--- src/rtl/aud_tx_pkg.sv ---
package aud_tx_pkg;
  localparam int SAMPLE_W  = 24;
  localparam int SLOT_W    = 32;
  localparam int IDX_W     = 8;
  localparam int NUM_WORDS = 4;

  localparam logic [2:0] FMT_I2S   = 3'd0;
  localparam logic [2:0] FMT_RJ    = 3'd1;
  localparam logic [2:0] FMT_DSP   = 3'd2;
  localparam logic [2:0] FMT_LJ    = 3'd3;
  localparam logic [2:0] FMT_PK256 = 3'd4;
  localparam logic [2:0] FMT_PK128 = 3'd5;

  // reserved codes fall back to I2S
  function automatic logic [2:0] fmt_norm(input logic [2:0] f);
    return (f > FMT_PK128) ? FMT_I2S : f;
  endfunction

  function automatic logic [5:0] width_bits(input logic [1:0] w);
    case (w)
      2'd1:    return 6'd20;
      2'd2:    return 6'd16;
      default: return 6'd24;
    endcase
  endfunction

  function automatic logic [8:0] frame_bits(input logic [2:0] f);
    case (f)
      FMT_PK256: return 9'd256;
      FMT_PK128: return 9'd128;
      default:   return 9'd64;
    endcase
  endfunction
endpackage

--- src/rtl/aud_tx_bclk_gen.sv ---
module aud_tx_bclk_gen #(
  parameter int HALF = 2
) (
  input  logic clk,
  input  logic rst,
  output logic bclk,
  output logic fall_tick
);
  localparam int DW = (HALF > 1) ? $clog2(HALF) : 1;

  logic [DW-1:0] div_q;
  logic          tick;

  assign tick = !rst && (div_q == DW'(HALF - 1));

  always_ff @(posedge clk) begin
    if (rst) begin
      div_q <= '0;
      bclk  <= 1'b1;
    end else if (tick) begin
      div_q <= '0;
      bclk  <= ~bclk;
    end else begin
      div_q <= div_q + 1'b1;
    end
  end

  // high in the cycle whose closing edge drives bclk low
  assign fall_tick = tick & bclk;
endmodule

--- src/rtl/aud_tx_sequencer.sv ---
module aud_tx_sequencer
  import aud_tx_pkg::*;
(
  input  logic             clk,
  input  logic             rst,
  input  logic             fall_tick,
  input  logic [2:0]       fmt_in,
  input  logic [1:0]       wsel_in,
  output logic             take,
  output logic [IDX_W-1:0] nxt_idx,
  output logic [2:0]       act_fmt,
  output logic [1:0]       act_wsel
);
  logic [IDX_W-1:0] idx_q;
  logic             last_q;
  logic [8:0]       cur_len;

  assign cur_len = frame_bits(act_fmt);
  assign take    = fall_tick && !last_q && ({1'b0, idx_q} == cur_len - 9'd2);
  assign nxt_idx = last_q ? '0 : idx_q + 1'b1;

  always_ff @(posedge clk) begin
    if (rst) begin
      idx_q    <= IDX_W'(62);
      last_q   <= 1'b0;
      act_fmt  <= FMT_I2S;
      act_wsel <= 2'd0;
    end else if (fall_tick) begin
      idx_q  <= nxt_idx;
      last_q <= take;
      if (take) begin
        act_fmt  <= fmt_norm(fmt_in);
        act_wsel <= wsel_in;
      end
    end
  end
endmodule

--- src/rtl/aud_tx_bit_pick.sv ---
module aud_tx_bit_pick
  import aud_tx_pkg::*;
(
  input  logic [2:0]          fmt,
  input  logic [1:0]          wsel,
  input  logic [IDX_W-1:0]    idx,
  input  logic [SAMPLE_W-1:0] words [NUM_WORDS],
  output logic                bit_o,
  output logic                lr_o
);
  logic [4:0]          pos;
  logic [5:0]          off;
  logic [5:0]          wb;
  logic [5:0]          rel;
  logic [4:0]          bsel;
  logic [SAMPLE_W-1:0] word;
  logic                has;
  logic                in_win;

  assign pos = idx[4:0];
  assign wb  = width_bits(wsel);

  always_comb begin
    off  = 6'd1;
    has  = 1'b1;
    word = idx[5] ? words[2] : words[0];
    lr_o = idx[5];
    case (fmt)
      FMT_PK128: begin
        word = words[idx[6:5]];
        off  = 6'd0;
        lr_o = idx[6];
      end
      FMT_PK256: begin
        has  = !idx[6];
        word = words[{idx[7], idx[5]}];
        off  = 6'd0;
        lr_o = idx[7];
      end
      FMT_LJ:  off = 6'd0;
      FMT_RJ:  off = 6'(SLOT_W) - wb;
      FMT_DSP: lr_o = (pos == 5'd0);
      default: ;
    endcase
  end

  assign rel    = {1'b0, pos} - off;
  assign in_win = has && ({1'b0, pos} >= off) && (rel < wb);
  assign bsel   = 5'(SAMPLE_W - 1) - rel[4:0];
  assign bit_o  = in_win & word[bsel];
endmodule

--- src/rtl/aud_tx_serializer.sv ---
module aud_tx_serializer
  import aud_tx_pkg::*;
#(
  parameter int BCLK_HALF = 2
) (
  input  logic                clk,
  input  logic                rst,
  input  logic [2:0]          fmt_sel,
  input  logic [1:0]          width_sel,
  input  logic [SAMPLE_W-1:0] smp_l0,
  input  logic [SAMPLE_W-1:0] smp_l1,
  input  logic [SAMPLE_W-1:0] smp_r0,
  input  logic [SAMPLE_W-1:0] smp_r1,
  output logic                bclk,
  output logic                lrclk,
  output logic                sdata,
  output logic                sample_take
);
  logic                fall_tick;
  logic                take;
  logic [IDX_W-1:0]    nxt_idx;
  logic [2:0]          act_fmt;
  logic [1:0]          act_wsel;
  logic                pick_bit;
  logic                pick_lr;
  logic [SAMPLE_W-1:0] smp_in [NUM_WORDS];
  logic [SAMPLE_W-1:0] shadow [NUM_WORDS];

  assign smp_in[0] = smp_l0;
  assign smp_in[1] = smp_l1;
  assign smp_in[2] = smp_r0;
  assign smp_in[3] = smp_r1;

  aud_tx_bclk_gen #(.HALF(BCLK_HALF)) u_bclk (
    .clk      (clk),
    .rst      (rst),
    .bclk     (bclk),
    .fall_tick(fall_tick)
  );

  aud_tx_sequencer u_seq (
    .clk      (clk),
    .rst      (rst),
    .fall_tick(fall_tick),
    .fmt_in   (fmt_sel),
    .wsel_in  (width_sel),
    .take     (take),
    .nxt_idx  (nxt_idx),
    .act_fmt  (act_fmt),
    .act_wsel (act_wsel)
  );

  for (genvar c = 0; c < NUM_WORDS; c++) begin : g_shadow
    always_ff @(posedge clk) begin
      if (rst)       shadow[c] <= '0;
      else if (take) shadow[c] <= smp_in[c];
    end
  end

  aud_tx_bit_pick u_pick (
    .fmt  (act_fmt),
    .wsel (act_wsel),
    .idx  (nxt_idx),
    .words(shadow),
    .bit_o(pick_bit),
    .lr_o (pick_lr)
  );

  always_ff @(posedge clk) begin
    if (rst) begin
      lrclk <= 1'b0;
      sdata <= 1'b0;
    end else if (fall_tick) begin
      lrclk <= pick_lr;
      sdata <= pick_bit;
    end
  end

  assign sample_take = take;
endmodule

--- config.mk ---
export PLATFORM = sky130hd
export DESIGN_NAME = aud_tx_serializer
export DESIGN_NICKNAME = d
export VERILOG_FILES = /design/src/rtl/aud_tx_pkg.sv /design/src/rtl/aud_tx_bclk_gen.sv /design/src/rtl/aud_tx_sequencer.sv /design/src/rtl/aud_tx_bit_pick.sv /design/src/rtl/aud_tx_serializer.sv
export SDC_FILE = /design/constraint.sdc
export NUM_CORES = 1
export LEC_CHECK = 0
export ABC_AREA = 0
export BUFFER_PORTS_ARGS = -buffer_cell sky130_fd_sc_hd__buf_2
export CAP_MARGIN = 40
export CELL_PAD_IN_SITES_DETAIL_PLACEMENT = 1
export CELL_PAD_IN_SITES_GLOBAL_PLACEMENT = 1
export CORE_MARGIN = 3
export CORE_UTILIZATION = 44
export CTS_CLUSTER_DIAMETER = 200
export DETAILED_ROUTE_END_ITERATION = 6
export PLACE_DENSITY = 0.9
export RECOVER_POWER = 50
export SLEW_MARGIN = 10
export SYNTH_ARGS = -nofsm -noshare
export SYNTH_HDL_FRONTEND = slang
export SYNTH_SLANG_ARGS = --single-unit
--- constraint.sdc ---
create_clock -name clk -period 6.1 [get_ports clk]
set_clock_uncertainty 0.05 [all_clocks]
set_input_delay 0.61 -clock clk [delete_from_list [all_inputs] [get_ports clk]]
set_output_delay 0.61 -clock clk [all_outputs]
set_load 0.03 [all_outputs]
# Yosys cells after proc, flatten, opt, wreduce, memory -nomap -nowiden
# Cells that the tools add are included.
[totals] register_bits=114 inputBits=103 mem_bits_rw=0 rom_bits=0 memories=0 wordCells=66 latchBits=0 output_inout_bits=4
[op_classes] n_bitwise=5 multipliers=0 reduce_logical=12 n_mux=17 addsub=6 eq_ne=8 magnitude_cmp=6 div=0 shift=0
[ops] operator="24-bit two-way mux" n=5
[ops] operator="24-bit binary-select mux with 2-bit select" n=2
[ops] operator="24-bit one-hot mux with 2 select lines" n=1
[ops] operator="9-bit one-hot mux with 2 select lines" n=1
[ops] operator="6-bit one-hot mux with 2 select lines" n=1
[ops] operator="8-bit by 9-bit equality test with 1-bit output" n=1
[ops] operator="9-bit by 2-bit subtractor with 9-bit output, second input constant" n=1
[ops] operator="8-bit by 1-bit adder with 8-bit output, second input constant" n=1
[ops] operator="8-bit two-way mux" n=1
[ops] operator="4-bit one-hot mux with 2 select lines" n=1
[ops] operator="3-bit by 2-bit equality test with 1-bit output, second input constant" n=2
[ops] operator="3-bit equality test, second input constant" n=2
[ops] operator="3-bit greater-or-equal comparator, second input constant" n=2
[ops] operator="5-bit by 6-bit greater-or-equal comparator with 1-bit output" n=1
[ops] operator="5-bit by 6-bit less-than comparator with 1-bit output, second input constant" n=1
[ops] operator="6-bit by 5-bit less-than comparator with 1-bit output" n=1
[ops] operator="2-bit inverter with 3-bit output" n=2
[ops] operator="5-bit by 6-bit subtractor with 6-bit output" n=1
[ops] operator="6-bit by 5-bit subtractor with 6-bit output, first input constant" n=1
[ops] operator="1-bit binary-select mux with 5-bit select" n=1
[ops] operator="1-bit logical AND" n=5
[ops] operator="5-bit logical NOT" n=1
[ops] operator="5-bit subtractor, first input constant" n=1
[ops] operator="3-bit by 1-bit equality test with 1-bit output, second input constant" n=1
[ops] operator="other kinds (13)" n=17

# Depth between registers and ports, before layout
[depth] word_depth=10 depth_mapped=16 ltp_nobuf=14

# Cells and area by module
# Synthesis repeated with hierarchy kept, for this count alone.
[hier_totals] hier_cells=696 hier_area_um2=6112.1
[modules_own_cells] module="aud_tx_serializer" seq_area_each_um2=1961.9 cells_each=316 instances=1 area_each_um2=3499.6
[modules_own_cells] module="aud_tx_bit_pick" seq_area_each_um2=0.0 cells_each=273 instances=1 area_each_um2=1709.1
[modules_own_cells] module="aud_tx_sequencer" seq_area_each_um2=280.3 cells_each=100 instances=1 area_each_um2=838.3
[modules_own_cells] module="aud_tx_bclk_gen" seq_area_each_um2=40.0 cells_each=7 instances=1 area_each_um2=65.1

# Least setup slack after synthesis
# Ideal clock, no wire load.
[synth_path] path_type="register -> register" startpoint="register u_seq.act_fmt[1]" endpoint="register sdata" period_less_slack_ps=3154 n_path_buf=5 slack_ps=2946 setup_ps=86 path_stages_with_launch=15 t_required_ps=5964 t_arrival_ps=3018 cell_sequence="dfxtp_1 > nand2b_1 > clkbuf_1 > clkbuf_1 > o21a_1 > ha_1 > clkbuf_1 > clkbuf_1 > clkbuf_4 > a41oi_1 > o311ai_1 > a21oi_1 > nor3_1 > a21oi_1 > a221oi_2"
[synth_via] elab_chain_len=8 word_cells_on_any_way=17 classes_between="add/sub: 2; order compare: 2; eq/ne: 4; mux: 5; bitwise: 1; reduce/logical: 3"
[synth_lines] element="from (decl)" line="aud_tx_sequencer.sv:11" source="output logic [2:0] act_fmt,"
[synth_lines] element="from (signal assigned)" line="aud_tx_sequencer.sv:32" source="act_fmt <= fmt_norm(fmt_in);"
[synth_lines] element="3-bit by 2-bit equality test with 1-bit output or 3-bit equality test (tied branches)" line="aud_tx_bit_pick.sv:28" source="case (fmt)"
[synth_lines] element="3-bit OR reduction (no line)"
[synth_lines] element="6-bit one-hot mux with 2 select lines" line="aud_tx_bit_pick.sv:28"
[synth_lines] element="5-bit by 6-bit subtractor with 6-bit output" line="aud_tx_bit_pick.sv:47" source="assign rel = {1'b0, pos} - off;"
[synth_lines] element="5-bit subtractor" line="aud_tx_bit_pick.sv:49" source="assign bsel = 5'(SAMPLE_W - 1) - rel[4:0];"
[synth_lines] element="1-bit binary-select mux with 5-bit select" line="aud_tx_bit_pick.sv:50" source="assign bit_o = in_win & word[bsel];"
[synth_lines] element="1-bit two-way mux (implied by the code)" line="aud_tx_bit_pick.sv:50"
[synth_lines] element="1-bit bitwise AND *" line="aud_tx_bit_pick.sv:50"
[synth_lines] element="to (signal assigned)" line="aud_tx_serializer.sv:75" source="sdata <= pick_bit;"
[synth_lines] element="to (decl)" line="aud_tx_serializer.sv:16" source="output logic sdata,"
# Mark *: on every way between the ends. The rest lies on a longest branch, timed or not. The select of a mux whose other input is x is not followed.
# A chain may end at the register's enable or synchronous reset.

# Worst setup path in the final report
[layout_path] startpoint="input rst" endpoint="register shadow[82] in the netlist's numbering"
[layout_via] elab_chain_len=5
[layout_lines] element="from (decl)" line="aud_tx_serializer.sv:7" source="input logic rst,"
[layout_lines] element="1-bit logical NOT" line="aud_tx_bclk_gen.sv:14" source="assign tick = !rst && (div_q == DW'(HALF - 1));"
[layout_lines] element="1-bit logical AND" line="aud_tx_bclk_gen.sv:14"
[layout_lines] element="1-bit bitwise AND" line="aud_tx_bclk_gen.sv:29" source="assign fall_tick = tick & bclk;"
[layout_lines] element="1-bit logical AND (2 in a row)" line="aud_tx_sequencer.sv:19" source="assign take = fall_tick && !last_q && ({1'b0, idx_q} == cur_len - 9'd2);"
[layout_lines] element="to (signal, indexed assignment)" line="aud_tx_serializer.sv:56" source="else if (take) shadow[c] <= smp_in[c];"
[layout_lines] element="to (decl)" line="aud_tx_serializer.sv:27" source="logic [SAMPLE_W-1:0] shadow [NUM_WORDS];"
# Parallel ways exist; a longest one is shown, timed or not.

==> flow_metrics.tcl <==
set metrics [dict create \
    status "finished, violations left" \
    violations "max-capacitance violations, max-slew violations" \
    ios 107 \
    regArea_mm2 0.00228 \
    routed_wl_um 19800 \
    setup_tns_ns 0 \
    crit_fanout 57 \
    synth_area_leader_cell "dfxtp_1" \
    synth_top_area_share_pct 39.6 \
    regToRegSetupSlack_ns 1.95 \
    cts-resized-gates 0 \
    syn_avg_cell_area_um2 7.63 \
    via_per_inst 5.82 \
    required_ns 6.38 \
    crit_path_start "rst" \
    grt_antenna_before_repair 0 \
    max_cap_violations 3 \
    track_usage_pct 27.6 \
    ys_warn_count 0 \
    yosysMostFrequentCell "nand2_1" \
    ys_seq_elements 114 \
    arrival_ns 4.80 \
    synthCells 755 \
    dr.pass1.iters 5 \
    r2r_cells 10 \
    pwr-share-clk_pct 43.3 \
    fmax_mhz 222 \
    endpoint_kind "flop" \
    rsz0062_at_grt "no" \
    vias 5902 \
    h-tree-depth 4 \
    max-slew-margin-rel_pct -56.0 \
    cts_buffers 17 \
    syn_area_mm2 0.00576 \
    min_period_ns 4.51 \
    finalMaxSlewViolations 141 \
    worstSetupPathType "in -> reg" \
    cts_tree "built" \
    nNetsFinal 943 \
    start_util_pct 45.3 \
    p_int_uw 1580 \
    io_buffers 106 \
    grt_pass1_vias 6174 \
    min-delay-start "fmt_sel[0]" \
    leakagePower_uw 0.00254 \
    ys_top_cells_by_count "242 x nand2_1, 124 x a21oi_1, 114 x dfxtp_1" \
    drc 0 \
    overflow 0 \
    chipHeight_um 120 \
    seqPwrFrac_pct 36.0 \
    hold_viol 0 \
    cts_hold_buf 0 \
    wl_per_cell_um 19.5 \
    die_w_um 120 \
    power_switching_uw 672 \
    area_growth_pct 20.1 \
    grt_max_degree 103 \
    finalCritPeriodShare_pct 74.0 \
    die-area_mm2 0.0145 \
    place_hpwl_um 13900 \
    ys_types 70 \
    holdCritPathClass "in -> reg" \
    gp_congestion 0.967 \
    cts_setup_buffers 0 \
    coreArea_mm2 0.0127 \
    reg2reg_to "sdata" \
    syn-num-nets 868 \
    hold_depth 3 \
    worstSetupStartpointType "input pin" \
    worstSkewPairLatency_ns 0.42 \
    cts.path.max_buffers 2 \
    worst_pin_slew_ns 2.34 \
    yosysSeqAreaShare_pct 39.6 \
    power_uw 2250 \
    combPwrFrac_pct 20.7 \
    clk_pin_slew_ns 0.05 \
    synthTopCellsByArea "dfxtp_1 40%, nand2_1 16%, a21oi_1 11%, mux4_2 3.9%, clkbuf_1 3.2%" \
    setup_viol 0 \
    synth-async-reset-ratio_pct 0 \
    n_antenna_cell 0 \
    r2r-start "u_seq.last_q" \
    switching_share_pct 29.9 \
    cts_root_buffer "clkbuf_16" \
    ir_drop_mv 0.194 \
    power_density_mw_per_mm2 325 \
    cts_sinks 114 \
    n_fill_cell 1626 \
    min_to "u_seq.act_fmt[0]" \
    grt_pass1_wl_um 31200 \
    synth_edf_count 0 \
    drtIter0Drc 362 \
    placementRows 41 \
    synth_ff_type "dfxtp_1" \
    drive_above_1_share_pct 19.2 \
    multi_input_area_mm2 0.00321 \
    drtAntennaViolNets 0 \
]
==> routing by layer <==
metal	part of all wire, %	GRT usage (%)	up-vias
li1	-	-	2777
met1	39	30.6	2896
met2	53	49.6	178
met3	4.3	6.13	51
met4	3.7	13.7	0
met5	0	0	-
==> how the worst max path moves through the flow <==
| stage | depth (start not counted) | to | slack [ns] |
|---|---|---|---|
| 5_1_grt | 6 | shadow[82] | 1.19 |
| 6_report | 6 | shadow[82] | 1.59 |
| 2_1_floorplan | 14 | sdata | 2.95 |
| 4_1_cts | 10 | sdata | 2.45 |
| 3_5_place_dp | 10 | sdata | 2.52 |
| 3_3_place_gp | 14 | sdata | 2.71 |
==> state kept, by name, summed over array words and instances, names as in the netlist, 2 cells and up <==
name and flops:
shadow 96, u_seq.idx_q 8, u_seq.act_fmt 3, u_seq.act_wsel 2
==> cell type report <==
cell class	count	share of cell area [%]
clock inverter	9	1.54
timing repair buffer	114	8.59
sequential	114	33.0
tap	172	3.11
inverter	9	0.488
multi-input combinational	574	46.4
clock buffer	22	6.86
==> per-stage QoR <==
| step | setup WS (ns) | cells | hold WS (ns) | utilization, % | area (um^2) |
|---|---|---|---|---|---|
| floorplan | 2.95 | 755 | 0.371 | - | 5760 |
| global placement | 2.71 | 982 | 0.380 | 49.8 | 6330 |
| detailed placement | 2.52 | 982 | 0.400 | 49.8 | 6330 |
| CTS | 2.45 | 1013 | 0.366 | 54.3 | 6910 |
| global route | 1.19 | 1014 | 0.378 | 54.4 | 6920 |
| finish | 1.59 | 1014 | 0.378 | 54.4 | 6920 |
==> critical path, cell delays in order <==
cell and delay (ns):
clkbuf_1 1.63, nand2b_1 0.34, or4_1 1.20, buf_4 0.66, nand2_1 0.13, a21oi_1 0.19
==> cell families (layout without fill, tap and decap cells) <==
group / after synthesis / count (layout) / share of synthesized area, %
multiplexers: 23 / 23 / 6.30
AND/OR/NAND/NOR: 324 / 324 / 23.7
AO/OA/AOI/OAI: 210 / 210 / 22.4
buffers and inverters: 67 / 154 / 4.69
flip-flops: 114 / 114 / 39.6
adder cells (fa/ha/maj): 10 / 10 / 2.17
XOR/XNOR: 7 / 7 / 1.06
==> power by group through the flow <==
stage / clock network (uW) / registers (uW) / logic [uW]
2_1_floorplan: 0 / 814 / 321
3_3_place_gp: 0 / 822 / 432
3_5_place_dp: 0 / 824 / 451
4_1_cts: 987 / 810 / 457
5_1_grt: 1020 / 813 / 507
6_report: 975 / 810 / 465
==> layout by cell type (no fill, tap or decap), drive strengths merged, types with 9 or more instances in the layout <==
| cell type | instances |
|---|---|
| nand3 | 10 |
| buf | 109 |
| o21ai | 15 |
| inv | 9 |
| ha | 10 |
| nor2 | 28 |
| nand2 | 243 |
| a21oi | 124 |
| mux4 | 10 |
| dfxtp | 114 |
| clkbuf | 27 |
Note: power is estimated with default switching activity, not from simulation.
